**src/rtl/cmpflag_pkg.sv**
```systemverilog
package cmpflag_pkg;

    localparam int unsigned CMP_DATA_W = 32;

    typedef enum logic {
        CMP_SUB = 1'b0,
        CMP_ADD = 1'b1
    } cmp_mode_e;

    typedef struct packed {
        logic n;
        logic z;
        logic c;
        logic v;
    } cmp_flags_t;

    localparam cmp_flags_t CMP_FLAGS_CLR = '{n: 1'b0, z: 1'b0, c: 1'b0, v: 1'b0};

    // Signed overflow: both addends share a sign that the sum does not.
    function automatic logic cmp_ovf(input logic a_msb, input logic b_msb, input logic r_msb);
        return (a_msb == b_msb) && (r_msb != a_msb);
    endfunction

endpackage

```
**src/rtl/cmpflag_operand.sv**
```systemverilog
module cmpflag_operand
    import cmpflag_pkg::*;
#(
    parameter int unsigned DATA_W = CMP_DATA_W
) (
    input  logic [DATA_W-1:0] b_in,
    input  cmp_mode_e         mode,
    output logic [DATA_W-1:0] b_eff,
    output logic              carry_in
);
    // Subtraction becomes A + ~B + 1, so carry-out acts as not-borrow.
    always_comb begin
        if (mode == CMP_SUB) begin
            b_eff    = ~b_in;
            carry_in = 1'b1;
        end else begin
            b_eff    = b_in;
            carry_in = 1'b0;
        end
    end
endmodule

```
**src/rtl/cmpflag_alu.sv**
```systemverilog
module cmpflag_alu
    import cmpflag_pkg::*;
#(
    parameter int unsigned DATA_W = CMP_DATA_W
) (
    input  logic [DATA_W-1:0] a_in,
    input  logic [DATA_W-1:0] b_eff,
    input  logic              carry_in,
    output cmp_flags_t        flags
);
    localparam int unsigned SUM_W = DATA_W + 1;
    localparam int unsigned MSB   = DATA_W - 1;

    logic [SUM_W-1:0]  sum_full;
    logic [DATA_W-1:0] result;

    always_comb begin
        sum_full = {1'b0, a_in} + {1'b0, b_eff} + {{DATA_W{1'b0}}, carry_in};
        result   = sum_full[DATA_W-1:0];
        flags.n  = result[MSB];
        flags.z  = (result == '0);
        flags.c  = sum_full[DATA_W];
        flags.v  = cmp_ovf(a_in[MSB], b_eff[MSB], result[MSB]);
    end
endmodule

```
**src/rtl/cmpflag_reg.sv**
```systemverilog
module cmpflag_reg
    import cmpflag_pkg::*;
(
    input  logic       clk,
    input  logic       rst,
    input  logic       load,
    input  cmp_flags_t flags_d,
    output cmp_flags_t flags_q,
    output logic       pulse_q
);
    always_ff @(posedge clk) begin
        if (rst) begin
            flags_q <= CMP_FLAGS_CLR;
            pulse_q <= 1'b0;
        end else begin
            pulse_q <= load;
            if (load) begin
                flags_q <= flags_d;
            end
        end
    end

    // no load means the stored flags stay put
    p_hold_r6: assert property (@(posedge clk) disable iff (rst)
        !load |=> $stable(flags_q));

    // pulse follows a load by exactly one cycle
    p_pulse_r7: assert property (@(posedge clk) disable iff (rst)
        load |=> pulse_q);

    p_nopulse_r7: assert property (@(posedge clk) disable iff (rst)
        !load |=> !pulse_q);

    // reset clears everything
    p_reset_r8: assert property (@(posedge clk)
        rst |=> (flags_q == CMP_FLAGS_CLR) && !pulse_q);
endmodule

```
**src/rtl/cmpflag_top.sv**
```systemverilog
module cmpflag_top
    import cmpflag_pkg::*;
#(
    parameter int unsigned DATA_W = CMP_DATA_W
) (
    input  logic              clk,
    input  logic              rst,
    input  logic              op_valid,
    input  logic              op_upd,
    input  logic              op_mode,
    input  logic [DATA_W-1:0] op_a,
    input  logic [DATA_W-1:0] op_b,
    output logic              flags_n,
    output logic              flags_z,
    output logic              flags_c,
    output logic              flags_v,
    output logic              flags_valid
);
    localparam int unsigned MSB = DATA_W - 1;

    cmp_mode_e         mode;
    logic [DATA_W-1:0] b_eff;
    logic              carry_in;
    cmp_flags_t        flags_comb;
    cmp_flags_t        flags_q;
    logic              load;

    assign mode = cmp_mode_e'(op_mode);
    assign load = op_valid && op_upd;

    cmpflag_operand #(.DATA_W(DATA_W)) u_operand (
        .b_in     (op_b),
        .mode     (mode),
        .b_eff    (b_eff),
        .carry_in (carry_in)
    );

    cmpflag_alu #(.DATA_W(DATA_W)) u_alu (
        .a_in     (op_a),
        .b_eff    (b_eff),
        .carry_in (carry_in),
        .flags    (flags_comb)
    );

    cmpflag_reg u_reg (
        .clk     (clk),
        .rst     (rst),
        .load    (load),
        .flags_d (flags_comb),
        .flags_q (flags_q),
        .pulse_q (flags_valid)
    );

    assign flags_n = flags_q.n;
    assign flags_z = flags_q.z;
    assign flags_c = flags_q.c;
    assign flags_v = flags_q.v;

    // Reference values for the assertions, formed straight from the ports
    logic [DATA_W-1:0] chk_diff;
    logic [DATA_W-1:0] chk_sum;
    logic              chk_sub_ovf;
    logic              chk_add_ovf;
    assign chk_diff    = op_a - op_b;
    assign chk_sum     = op_a + op_b;
    assign chk_sub_ovf = (op_a[MSB] != op_b[MSB]) && (chk_diff[MSB] != op_a[MSB]);
    assign chk_add_ovf = (op_a[MSB] == op_b[MSB]) && (chk_sum[MSB] != op_a[MSB]);

    p_sign_sub_r1: assert property (@(posedge clk) disable iff (rst)
        (load && !op_mode) |=> flags_n == $past(chk_diff[MSB]));

    p_zero_sub_r2: assert property (@(posedge clk) disable iff (rst)
        (load && !op_mode) |=> flags_z == $past(op_a == op_b));

    p_unsigned_c_r3: assert property (@(posedge clk) disable iff (rst)
        (load && !op_mode) |=> flags_c == $past(op_a >= op_b));

    p_carry_add_r4: assert property (@(posedge clk) disable iff (rst)
        (load && op_mode) |=> flags_c == $past(chk_sum < op_a));

    p_no_overflow_sub_r5: assert property (@(posedge clk) disable iff (rst)
        (load && !op_mode) |=> flags_v == $past(chk_sub_ovf));

    p_no_overflow_add_r5: assert property (@(posedge clk) disable iff (rst)
        (load && op_mode) |=> flags_v == $past(chk_add_ovf));
endmodule

```
**config.mk**
```make
export PLATFORM = sky130hd
export DESIGN_NAME = cmpflag_top
export DESIGN_NICKNAME = d
export VERILOG_FILES = /design/src/rtl/cmpflag_pkg.sv /design/src/rtl/cmpflag_operand.sv /design/src/rtl/cmpflag_alu.sv /design/src/rtl/cmpflag_reg.sv /design/src/rtl/cmpflag_top.sv
export SDC_FILE = /design/constraint.sdc
export NUM_CORES = 1
export LEC_CHECK = 0
export ABC_CLOCK_PERIOD_IN_PS = 5100
export CAP_MARGIN = 40
export CORE_AREA = 4 4 63 93
export CTS_CLUSTER_DIAMETER = 150
export CTS_CLUSTER_SIZE = 10
export DETAILED_ROUTE_END_ITERATION = 10
export DIE_AREA = 0 0 67 97
export GPL_TIMING_DRIVEN = 0
export PLACE_DENSITY = 0.81
export SETUP_SLACK_MARGIN = 0.2
export SLEW_MARGIN = 20
export SYNTH_ARGS = -nofsm -noshare
export SYNTH_HDL_FRONTEND = slang
export SYNTH_SLANG_ARGS = --single-unit
```
**constraint.sdc**
```tcl
create_clock -name clk -period 5.1 [get_ports clk]
set_input_delay 1.02 -clock clk [delete_from_list [all_inputs] [get_ports clk]]
set_output_delay 1.02 -clock clk [all_outputs]
set_load 0.005 [all_outputs]
```
==> run metrics <==
GR Util met3 0.0128; WP data arrival 4.82 ns; ys flop type dfxtp_1; Mapped Cells 341; slowest stage cell, crit path clkdlybuf4s50_1; Initial Utilization 0.473; Setup WS pre-CTS -0.320 ns; row count 32; CP cell instances clkdlybuf4s50_1 > xnor2_1 > ha_1 > clkbuf_2 > a21oi_1 > o22ai_1 > nor4_1 > nand4_1 > or4_1 > or4_1 > or4_4 > nor4_4 > o2111ai_2 > o31ai_2; pwr dens 185 mW/mm^2; gp weighted congestion 0.929; Total GRT Usage 0.231; Inserted Diodes 0; grt ovf 0; hold crit path type flip-flop to flip-flop; CP max stage delay 0.48 ns; antenna-violating nets left 0; Die X 67 um; peak supply drop 89.1 uV; synth unique cells 57; Chip Height 97 um; Top Usage Layer GRT met2; clock-pin slew on the worst setup and hold paths 0.04 ns; dpl hpwl 6.45 mm; final-report hold violation count 0; Seq/Total Area, Yosys 0.0416; worst setup margin 0.417 ns; die area 0.00650 sq mm; synthesized flop and latch total 5; DRT Pass-1 Iters 7; initial antenna violation count 0; buffer count from post-CTS setup fixing 0; Ys Warns 0; Port Buffers 72; drt via density 6.05; DRT iter0 DRCs 135; Final Max Slew Viols 0; crit start category primary input; CTS tree built; area delta synth->final 37.5%; Core ar. 0.00508 sq mm; Max Cap Violations 0; worst clock skew 0 ns; WL final 7.65 mm; Root Buffer clkbuf_8; Bufs on Longest Clock Path 2; asr flop ratio synth 0; most frequent CP cell or4_1; setup TNS 0 ns; Peak Freq 214 MHz; share of layout cells above drive strength 1 0.0671; CTS H-tree depth 1; syn_nets 444; met1 Use GR 0.260; vias in the first global route 2740; period utilization 0.918; syn_area_per_cell 7.05 sq um; minimum clock period 4.68 ns; Worst Tran Pin Value 0.630 ns; CTS Sinks 5; post-cts hold buffer count 0; Worst Setup End Kind flip-flop; WL per Instance 15.8 um; Setup Viol. Count Final 0; largest net degree at the start of global routing 11; worst endpoint required time 5.24 ns; via count 2935; Pleak 0.00131 uW; outcome finished clean; number of synthesized flops with an enable pin 0; Placed Cells 481; later-pin clock latency in the skew report 0.22 ns; Worst Path Max Fanout 8; met2 Resource Use GR 0.444; nets 521; unrepaired setup endpoints after global routing false; residual DRC count 0; WS Path Type primary input to flip-flop; Filler cells 480; Worst slew margin 0.575; TritonCTS buffer count 3; Finished Layout Cells 485; Final Power 613 uW; I/O pins 74; mapped cell area 0.00240 sq mm; first-pass GRT wire length 12.3 mm
-- registers in the layout, summed over array words and instances, names as in the netlist --
name and cells:
u_reg.flags_q 4, u_reg.pulse_q 1
-- Yosys cell counts (3+ instances only) --
| cell type | count | share of area |
|---|---|---|
| inv_1 | 12 | 0.019 |
| o21ai_0 | 16 | 0.033 |
| buf_2 | 5 | 0.010 |
| dfxtp_1 | 5 | 0.042 |
| a21oi_1 | 43 | 0.089 |
| a22oi_1 | 3 | 0.0094 |
| o22ai_1 | 4 | 0.010 |
| o31ai_1 | 4 | 0.012 |
| xnor2_1 | 41 | 0.15 |
| nor3_1 | 9 | 0.019 |
| o2111ai_1 | 3 | 0.011 |
| a21o_1 | 8 | 0.025 |
| or3_1 | 4 | 0.010 |
| ha_1 | 33 | 0.17 |
| xor2_1 | 4 | 0.015 |
| nand3_1 | 9 | 0.019 |
| nand4_1 | 9 | 0.023 |
| nand2b_1 | 6 | 0.016 |
| nand2_1 | 31 | 0.048 |
| o21a_1 | 8 | 0.025 |
| nand3b_1 | 3 | 0.0094 |
| a31oi_1 | 5 | 0.013 |
| clkbuf_1 | 9 | 0.014 |
| or4_1 | 3 | 0.0094 |
| nor2_1 | 21 | 0.033 |
-- routing by layer --
layer | up-vias | wire, um
met1 | 1356 | 2950
met2 | 115 | 4220
met5 | - | 0
li1 | 1442 | -
met3 | 22 | 285
met4 | 0 | 199
-- power breakdown --
part           switching (uW)  total (uW)  internal, uW  leakage, uW
Clock                    20.2        73.9          53.7    0.0000228
Combinational             274         496           222      0.00125
Sequential               1.26        42.9          41.6    0.0000407
-- cell usage in the layout, fill, tap and decap left out, drive strengths merged, types with 5 or more instances in the layout --
cell type,netlist,layout
a31oi,5,5
inv,12,12
clkdlybuf4s50,0,70
o21ai,17,17
dfxtp,5,5
a21oi,43,43
nand2,31,31
nand2b,6,6
nor3,9,9
o31ai,6,6
nand4,9,9
o21a,8,8
ha,33,33
a21o,8,8
nand3,9,9
clkbuf,9,12
xnor2,41,41
buf,5,6
nor2,21,21
-- kinds of logic after synthesis --
kind of cell,share of synthesized area
AO/OA/AOI/OAI,0.343
XOR/XNOR,0.164
adder cells (fa/ha/maj),0.180
buffers and inverters,0.0432
flip-flops,0.0416
multiplexers,0.00832
AND/OR/NAND/NOR,0.220
-- final cells by class --
type,count,area (sq um),area share
multi-input cells,310,2240,0.678
repair buffers,72,722,0.218
plain buffers,14,68.8,0.0208
flip-flops and latches,5,100,0.0303
clock buffers,4,45.0,0.0136
well taps,68,85.1,0.0257
inverters,12,45.0,0.0136
-- worst max-delay path: cells and delay by family --
family	cells	cell delay, ns
adder cells (fa/ha/maj)	1	0.24
buffers and inverters	2	0.67
XOR/XNOR	1	0.12
AO/OA/AOI/OAI	4	0.77
AND/OR/NAND/NOR	6	2.00
-- path summary, 6_finish.rpt --
kind / startpoint / endpoint / slack, ns / cells past startpoint
worst max-delay path: op_b[22] / u_reg.flags_q[2] / 0.42 / 14
worst min-delay path: u_reg.flags_q[3] / u_reg.flags_q[3] / 0.47 / 2
worst max register to register: u_reg.flags_q[1] / u_reg.flags_q[1] / 4.27 / 3
worst min register to register: u_reg.flags_q[3] / u_reg.flags_q[3] / 0.47 / 2
-- metrics by stage --
stage	hold slack, ns	utilization	cell area, sq um
after CTS	0.474	0.643	3270
after global routing	0.494	0.650	3310
after global placement	0.444	0.631	3210
final	0.471	0.650	3310
after floorplan	0.447	-	2400
after detailed placement	0.469	0.631	3210
-- repair_timing --
action | CTS | global route
setup endpoints to repair | 1 | 1
resized for setup | 7 | 18
pin swaps | 1 | 4
(Power assumes the default switching activity.)
